## src/rtl/pfwin_pkg.sv

```systemverilog
package pfwin_pkg;
  localparam int unsigned ADDR_W    = 64;
  localparam logic [7:0]  OFF_LO    = 8'h10;
  localparam logic [7:0]  OFF_HI    = 8'h14;
  // bit 3 prefetchable, bits 2:1 = 2'b10 for 64-bit, bit 0 memory space
  localparam logic [3:0]  TYPE_BITS = 4'b1100;
endpackage

```

## src/rtl/pfwin_regs.sv

```systemverilog
module pfwin_regs
  import pfwin_pkg::*;
#(
  parameter int unsigned WIN_LOG2 = 20,
  parameter int unsigned CFG_AW   = 8
) (
  input  logic                         clk,
  input  logic                         rst_n,
  input  logic                         strap_en,
  input  logic                         cfg_wr,
  input  logic [CFG_AW-1:0]            cfg_addr,
  input  logic [3:0]                   cfg_be,
  input  logic [31:0]                  cfg_wdata,
  output logic [31:0]                  cfg_rdata,
  output logic [ADDR_W-WIN_LOG2-1:0]   base
);
  localparam int unsigned LO_W = 32 - WIN_LOG2;
  localparam int unsigned HI_W = ADDR_W - 32;

  logic [LO_W-1:0] lo_q, lo_d;
  logic [HI_W-1:0] hi_q, hi_d;
  logic            sel_lo, sel_hi, wr_lo, wr_hi;

  assign sel_lo = (cfg_addr == CFG_AW'(OFF_LO));
  assign sel_hi = (cfg_addr == CFG_AW'(OFF_HI));
  assign wr_lo  = cfg_wr & strap_en & sel_lo;
  assign wr_hi  = cfg_wr & strap_en & sel_hi;

  // per-bit merge under the byte enable owning that bit
  for (genvar i = WIN_LOG2; i < 32; i++) begin : g_lo_bit
    assign lo_d[i-WIN_LOG2] = cfg_be[i/8] ? cfg_wdata[i] : lo_q[i-WIN_LOG2];
  end
  for (genvar j = 0; j < HI_W; j++) begin : g_hi_bit
    assign hi_d[j] = cfg_be[j/8] ? cfg_wdata[j] : hi_q[j];
  end

  always_ff @(posedge clk or negedge rst_n) begin
    if (!rst_n) begin
      lo_q <= '0;
    end else if (wr_lo) begin
      lo_q <= lo_d;
    end
  end

  always_ff @(posedge clk or negedge rst_n) begin
    if (!rst_n) begin
      hi_q <= '0;
    end else if (wr_hi) begin
      hi_q <= hi_d;
    end
  end

  always_comb begin
    cfg_rdata = '0;
    if (strap_en) begin
      if (sel_lo) begin
        cfg_rdata = {lo_q, {(WIN_LOG2-4){1'b0}}, TYPE_BITS};
      end else if (sel_hi) begin
        cfg_rdata = hi_q;
      end
    end
  end

  assign base = {hi_q, lo_q};

  assert_strap_off_zero_R3: assert property (@(posedge clk) disable iff (!rst_n)
    !strap_en |-> (cfg_rdata == 32'h0));
  assert_strap_off_hold_R3: assert property (@(posedge clk) disable iff (!rst_n)
    !strap_en |=> $stable(base));
  assert_low_bits_fixed_R1: assert property (@(posedge clk) disable iff (!rst_n)
    (strap_en && sel_lo) |-> (cfg_rdata[WIN_LOG2-1:0] == WIN_LOG2'(TYPE_BITS)));
  assert_no_be_no_change_R4: assert property (@(posedge clk) disable iff (!rst_n)
    (cfg_wr && cfg_be == 4'h0) |=> $stable(base));
endmodule

```

## src/rtl/pfwin_cmp.sv

```systemverilog
module pfwin_cmp
  import pfwin_pkg::*;
#(
  parameter int unsigned WIN_LOG2 = 20
) (
  input  logic                        clk,
  input  logic                        rst_n,
  input  logic                        enable,
  input  logic [ADDR_W-WIN_LOG2-1:0]  base,
  input  logic                        valid,
  input  logic                        dac,
  input  logic [ADDR_W-1:WIN_LOG2]    addr,
  output logic                        hit
);
  localparam int unsigned BW = ADDR_W - WIN_LOG2;

  logic [BW-1:0] eff;
  logic          hit_d, hit_q;

  // 32-bit access: upper dword of the address counts as zero
  assign eff   = dac ? addr : {{(ADDR_W-32){1'b0}}, addr[31:WIN_LOG2]};
  assign hit_d = valid & enable & (eff == base);

  always_ff @(posedge clk or negedge rst_n) begin
    if (!rst_n) begin
      hit_q <= 1'b0;
    end else begin
      hit_q <= hit_d;
    end
  end

  assign hit = hit_q;

  assert_hit_needs_valid_R6: assert property (@(posedge clk) disable iff (!rst_n)
    hit |-> $past(valid && enable));
  assert_no_hit_zero_base_R10: assert property (@(posedge clk) disable iff (!rst_n)
    hit |-> ($past(base) != '0));
endmodule

```

## src/rtl/pfwin_bar_top.sv

```systemverilog
module pfwin_bar_top
  import pfwin_pkg::*;
#(
  parameter int unsigned WIN_LOG2 = 20,
  parameter int unsigned CFG_AW   = 8
) (
  input  logic                       clk,
  input  logic                       rst_n,
  input  logic                       strap_en,
  input  logic                       mem_en,
  input  logic                       cfg_wr,
  input  logic [CFG_AW-1:0]          cfg_addr,
  input  logic [3:0]                 cfg_be,
  input  logic [31:0]                cfg_wdata,
  output logic [31:0]                cfg_rdata,
  input  logic                       pri_valid,
  input  logic                       pri_dac,
  input  logic [ADDR_W-1:WIN_LOG2]   pri_addr,
  input  logic                       sec_valid,
  input  logic                       sec_dac,
  input  logic [ADDR_W-1:WIN_LOG2]   sec_addr,
  output logic                       pri_claim,
  output logic                       sec_ignore
);
  localparam int unsigned BW = ADDR_W - WIN_LOG2;

  logic [BW-1:0] base;
  logic          dec_en;

  pfwin_regs #(.WIN_LOG2(WIN_LOG2), .CFG_AW(CFG_AW)) u_regs (
    .clk       (clk),
    .rst_n     (rst_n),
    .strap_en  (strap_en),
    .cfg_wr    (cfg_wr),
    .cfg_addr  (cfg_addr),
    .cfg_be    (cfg_be),
    .cfg_wdata (cfg_wdata),
    .cfg_rdata (cfg_rdata),
    .base      (base)
  );

  assign dec_en = strap_en & mem_en & (|base);

  pfwin_cmp #(.WIN_LOG2(WIN_LOG2)) u_cmp_pri (
    .clk    (clk),
    .rst_n  (rst_n),
    .enable (dec_en),
    .base   (base),
    .valid  (pri_valid),
    .dac    (pri_dac),
    .addr   (pri_addr),
    .hit    (pri_claim)
  );

  pfwin_cmp #(.WIN_LOG2(WIN_LOG2)) u_cmp_sec (
    .clk    (clk),
    .rst_n  (rst_n),
    .enable (dec_en),
    .base   (base),
    .valid  (sec_valid),
    .dac    (sec_dac),
    .addr   (sec_addr),
    .hit    (sec_ignore)
  );

  assert_decode_gated_R8: assert property (@(posedge clk) disable iff (!rst_n)
    !(strap_en && mem_en) |=> (!pri_claim && !sec_ignore));
  assert_sides_agree_R7: assert property (@(posedge clk) disable iff (!rst_n)
    (pri_valid && sec_valid && pri_dac == sec_dac && pri_addr == sec_addr)
      |=> (pri_claim == sec_ignore));
endmodule

```

## config.mk

```make
export PLATFORM = sky130hd
export DESIGN_NAME = pfwin_bar_top
export DESIGN_NICKNAME = d
export VERILOG_FILES = /design/src/rtl/pfwin_pkg.sv /design/src/rtl/pfwin_regs.sv /design/src/rtl/pfwin_cmp.sv /design/src/rtl/pfwin_bar_top.sv
export SDC_FILE = /design/constraint.sdc
export NUM_CORES = 1
export LEC_CHECK = 0
export BUFFER_PORTS_ARGS = -buffer_cell sky130_fd_sc_hd__buf_2
export CORE_ASPECT_RATIO = 0.5
export CORE_UTILIZATION = 52
export DETAILED_ROUTE_END_ITERATION = 7
export PLACE_DENSITY_LB_ADDON = 0.08
export SYNTH_ARGS = -nofsm -noshare
export SYNTH_HDL_FRONTEND = slang
export SYNTH_SLANG_ARGS = --single-unit
```

## constraint.sdc

```tcl
create_clock -name clk -period 4.38 [get_ports clk]
set_clock_uncertainty 0.05 [all_clocks]
set_input_delay 0.876 -clock clk [delete_from_list [all_inputs] [get_ports clk]]
set_output_delay 0.876 -clock clk [all_outputs]
set_load 0.02 [all_outputs]
```

==> qor.txt <==
fin crit share -> 0.8096
final hold violation count -> 0
Reg clk slew, reported paths -> 0.07 ns
ANT nets after route -> 0
worst-path maximum fanout -> 21
Netlist cell types -> 56
most common cell after layout, fill and taps aside -> buf_2
largest net degree at the start of global routing -> 47
register area -> 1151 sq um
die area -> 7728 sq um
grt ovf -> 0
Total Routed Length -> 13,070 um
Tmin final -> 3.546 ns
Slew HR -> 0.2905
die span in y -> 62.67 um
TritonCTS Sinks -> 46
kind of critical path -> input port to primary output
port buffer count -> 174
dpl cells -> 672
WL/cell -> 19.22 um
Worst Setup Start Kind -> input port
Mapped Cells -> 431
Critical-path top delay cell -> nor2_2
Synth Register Bits -> 46
Setup Slack @ Placement -> 0.8272 ns
met3 Use GR -> 0.06661
worst-case clock buffer depth -> 2
DP Area -> 4679 sq um
Worst path top cell family by delay -> simple AND/OR/NAND/NOR gates
CTS buffer count -> 5
measured slew at the worst slew-check pin -> 1.064 ns
Final setup viols -> 0
H-tree levels -> 2
fraction of layout cells with a size suffix above 1 -> 0.4218
final core utilization -> 0.7014
max incr delay on CP -> 0.61 ns
1st-pass router iterations -> 5
status -> complete, no violations
busiest layer in global routing -> met2
Req. time, crit path -> 3.45 ns
mapped cell area -> 3827 sq um
Async SR Flop Fraction -> 1.000
setup ws final -> 0.8339 ns
finished layout cell area -> 4828 sq um
Post-DP HPWL -> 10,160 um
antenna violations before repair -> 0
Net count, final -> 728
Final Slew Violations -> 0
Pwr per Cell Area -> 215.7 nW/um^2
Worst Hold Class -> flop to flop
I/O pins -> 175
Vias/cell -> 6.018
row count -> 21
CP Capture Type -> primary output
vias in the first global route -> 3,754
n_diodes -> 0
highest-count cells in the layout ignoring fill and taps -> buf_2, dfrtp_1, mux2_2
Resized cells post-CTS -> 0
Static Leak -> 2.421 nW
Fillers -> 597
Fmax achieved -> 282.0 MHz
CTS tree -> built
clock root buffer master -> clkbuf_16
Buf+Inv Stages, Crit Path -> 3
crit path DAT -> 2.62 ns
hold buffer count at CTS -> 0
M1 GR Usage -> 0.4980
Setup Buffers After CTS -> 0
initial detailed-routing violation count -> 424
DRC errors left -> 0
die width -> 123.3 um
gpl congestion -> 0.9218
Initial Utilization -> 0.5560
peak supply drop -> 0.1910 mV
GRT Resource Usage Total -> 0.3449
met2 usage -> 0.5286
Post-Syn Nets -> 572
Multi-input gate area -> 2452 sq um
RSZ-0062 raised after global routing -> no
crit path cell chain -> buf_2 -> nor4b_1 -> nand2_1 -> buf_4 -> nor2_2 -> and2_1 -> buf_2
total power -> 1.042 mW
final cell count without fillers -> 680
Layout area overhead -> 26.15%
clk_lat worst skew -> 0.30 ns
sequential cell area fraction in the yosys report -> 0.3008
Core Region -> 6884 sq um
Post-synth EDFFs -> 0
average size of a mapped cell -> 8.880 sq um
Max-Cap Viols -> 0
first-pass GRT wire length -> 19,840 um
setup TNS -> 0 ns
Yosys warnings -> 0
Top cell by count, worst path -> buf_2
Vias -> 4,092
Min Hold Slack -> 0.5736 ns
Synth Flop Type -> dfrtp_1
## worst register-to-register path, stage by stage (launching register included)
cell      delay (ns)
dfrtp_1         0.55
nor4_1          0.37
nand4_1         0.24
o311ai_1        0.59
or4_1           0.25
a211oi_2        0.05
## cells by family after synthesis
logic type	synth area share
AND/OR/NAND/NOR	0.2249
AO/OA/AOI/OAI	0.1566
multiplexers	0.1608
buffers and inverters	0.05851
flip-flops	0.3008
XOR/XNOR	0.09840
## path summary, 6_finish.rpt
path,from,endpoint,slack [ns],cells past startpoint
min reg2reg,u_regs.hi_q[11],u_regs.hi_q[11],0.57,1
min,u_regs.hi_q[11],u_regs.hi_q[11],0.57,1
max reg2reg,u_regs.hi_q[21],u_cmp_pri.hit,2.18,5
max in group asynchronous,rst_n,u_regs.hi_q[1],2.90,1
max,cfg_addr[1],cfg_rdata[14],0.83,7
min in group asynchronous,rst_n,u_regs.lo_q[1],0.72,1
## sequential cells by signal, indices dropped and copies added (netlist names)
register	cells
u_regs.hi_q	32
u_cmp_sec.hit	1
u_cmp_pri.hit	1
u_regs.lo_q	12
## power breakdown
| group | switching (mW) | total (mW) | internal [mW] |
|---|---|---|---|
| sequential | 0.0150 | 0.445 | 0.430 |
| clock | 0.187 | 0.401 | 0.214 |
| combinational | 0.102 | 0.195 | 0.0937 |
## layout make-up
cell class              count  area share
multi-input cells         338      0.5079
clock inverters             3    0.004924
repair buffers            176      0.1835
clock buffers               5     0.02591
flip-flops and latches     46      0.2384
inverters                  20     0.01555
well taps                  92     0.02384
## cells in the mapped netlist, drive strengths merged (2+ instances only)
master,number,area [sq um]
a221oi,2,17.52
mux2i,12,120.1
clkbuf,11,41.29
o21ai,18,90.08
nand4b,7,61.31
or4,2,15.01
nor2,29,111.4
a22oi,13,97.59
a31o,8,70.07
nand3,16,100.1
a2111oi,4,42.54
nor4b,4,41.29
buf,16,107.6
o32ai,2,17.52
nor4,15,100.1
nor4bb,6,60.06
nand3b,2,15.01
inv,20,75.07
a22o,3,26.28
xor2,29,254.0
nor3,8,40.04
nand2,35,131.4
dfrtp,46,1151
a21oi,18,93.84
mux2,44,495.5
o22ai,11,68.82
and2,13,81.33
nand4,8,50.05
xnor2,14,122.6
a222oi,2,20.02
## metal layers
metal / vias to the layer above / routed length, um
li1: 1902 / -
met1: 1931 / 5654
met2: 234 / 5823
met3: 25 / 1345
met4: 0 / 242
met5: - / 0
(Power assumes the default switching activity.)
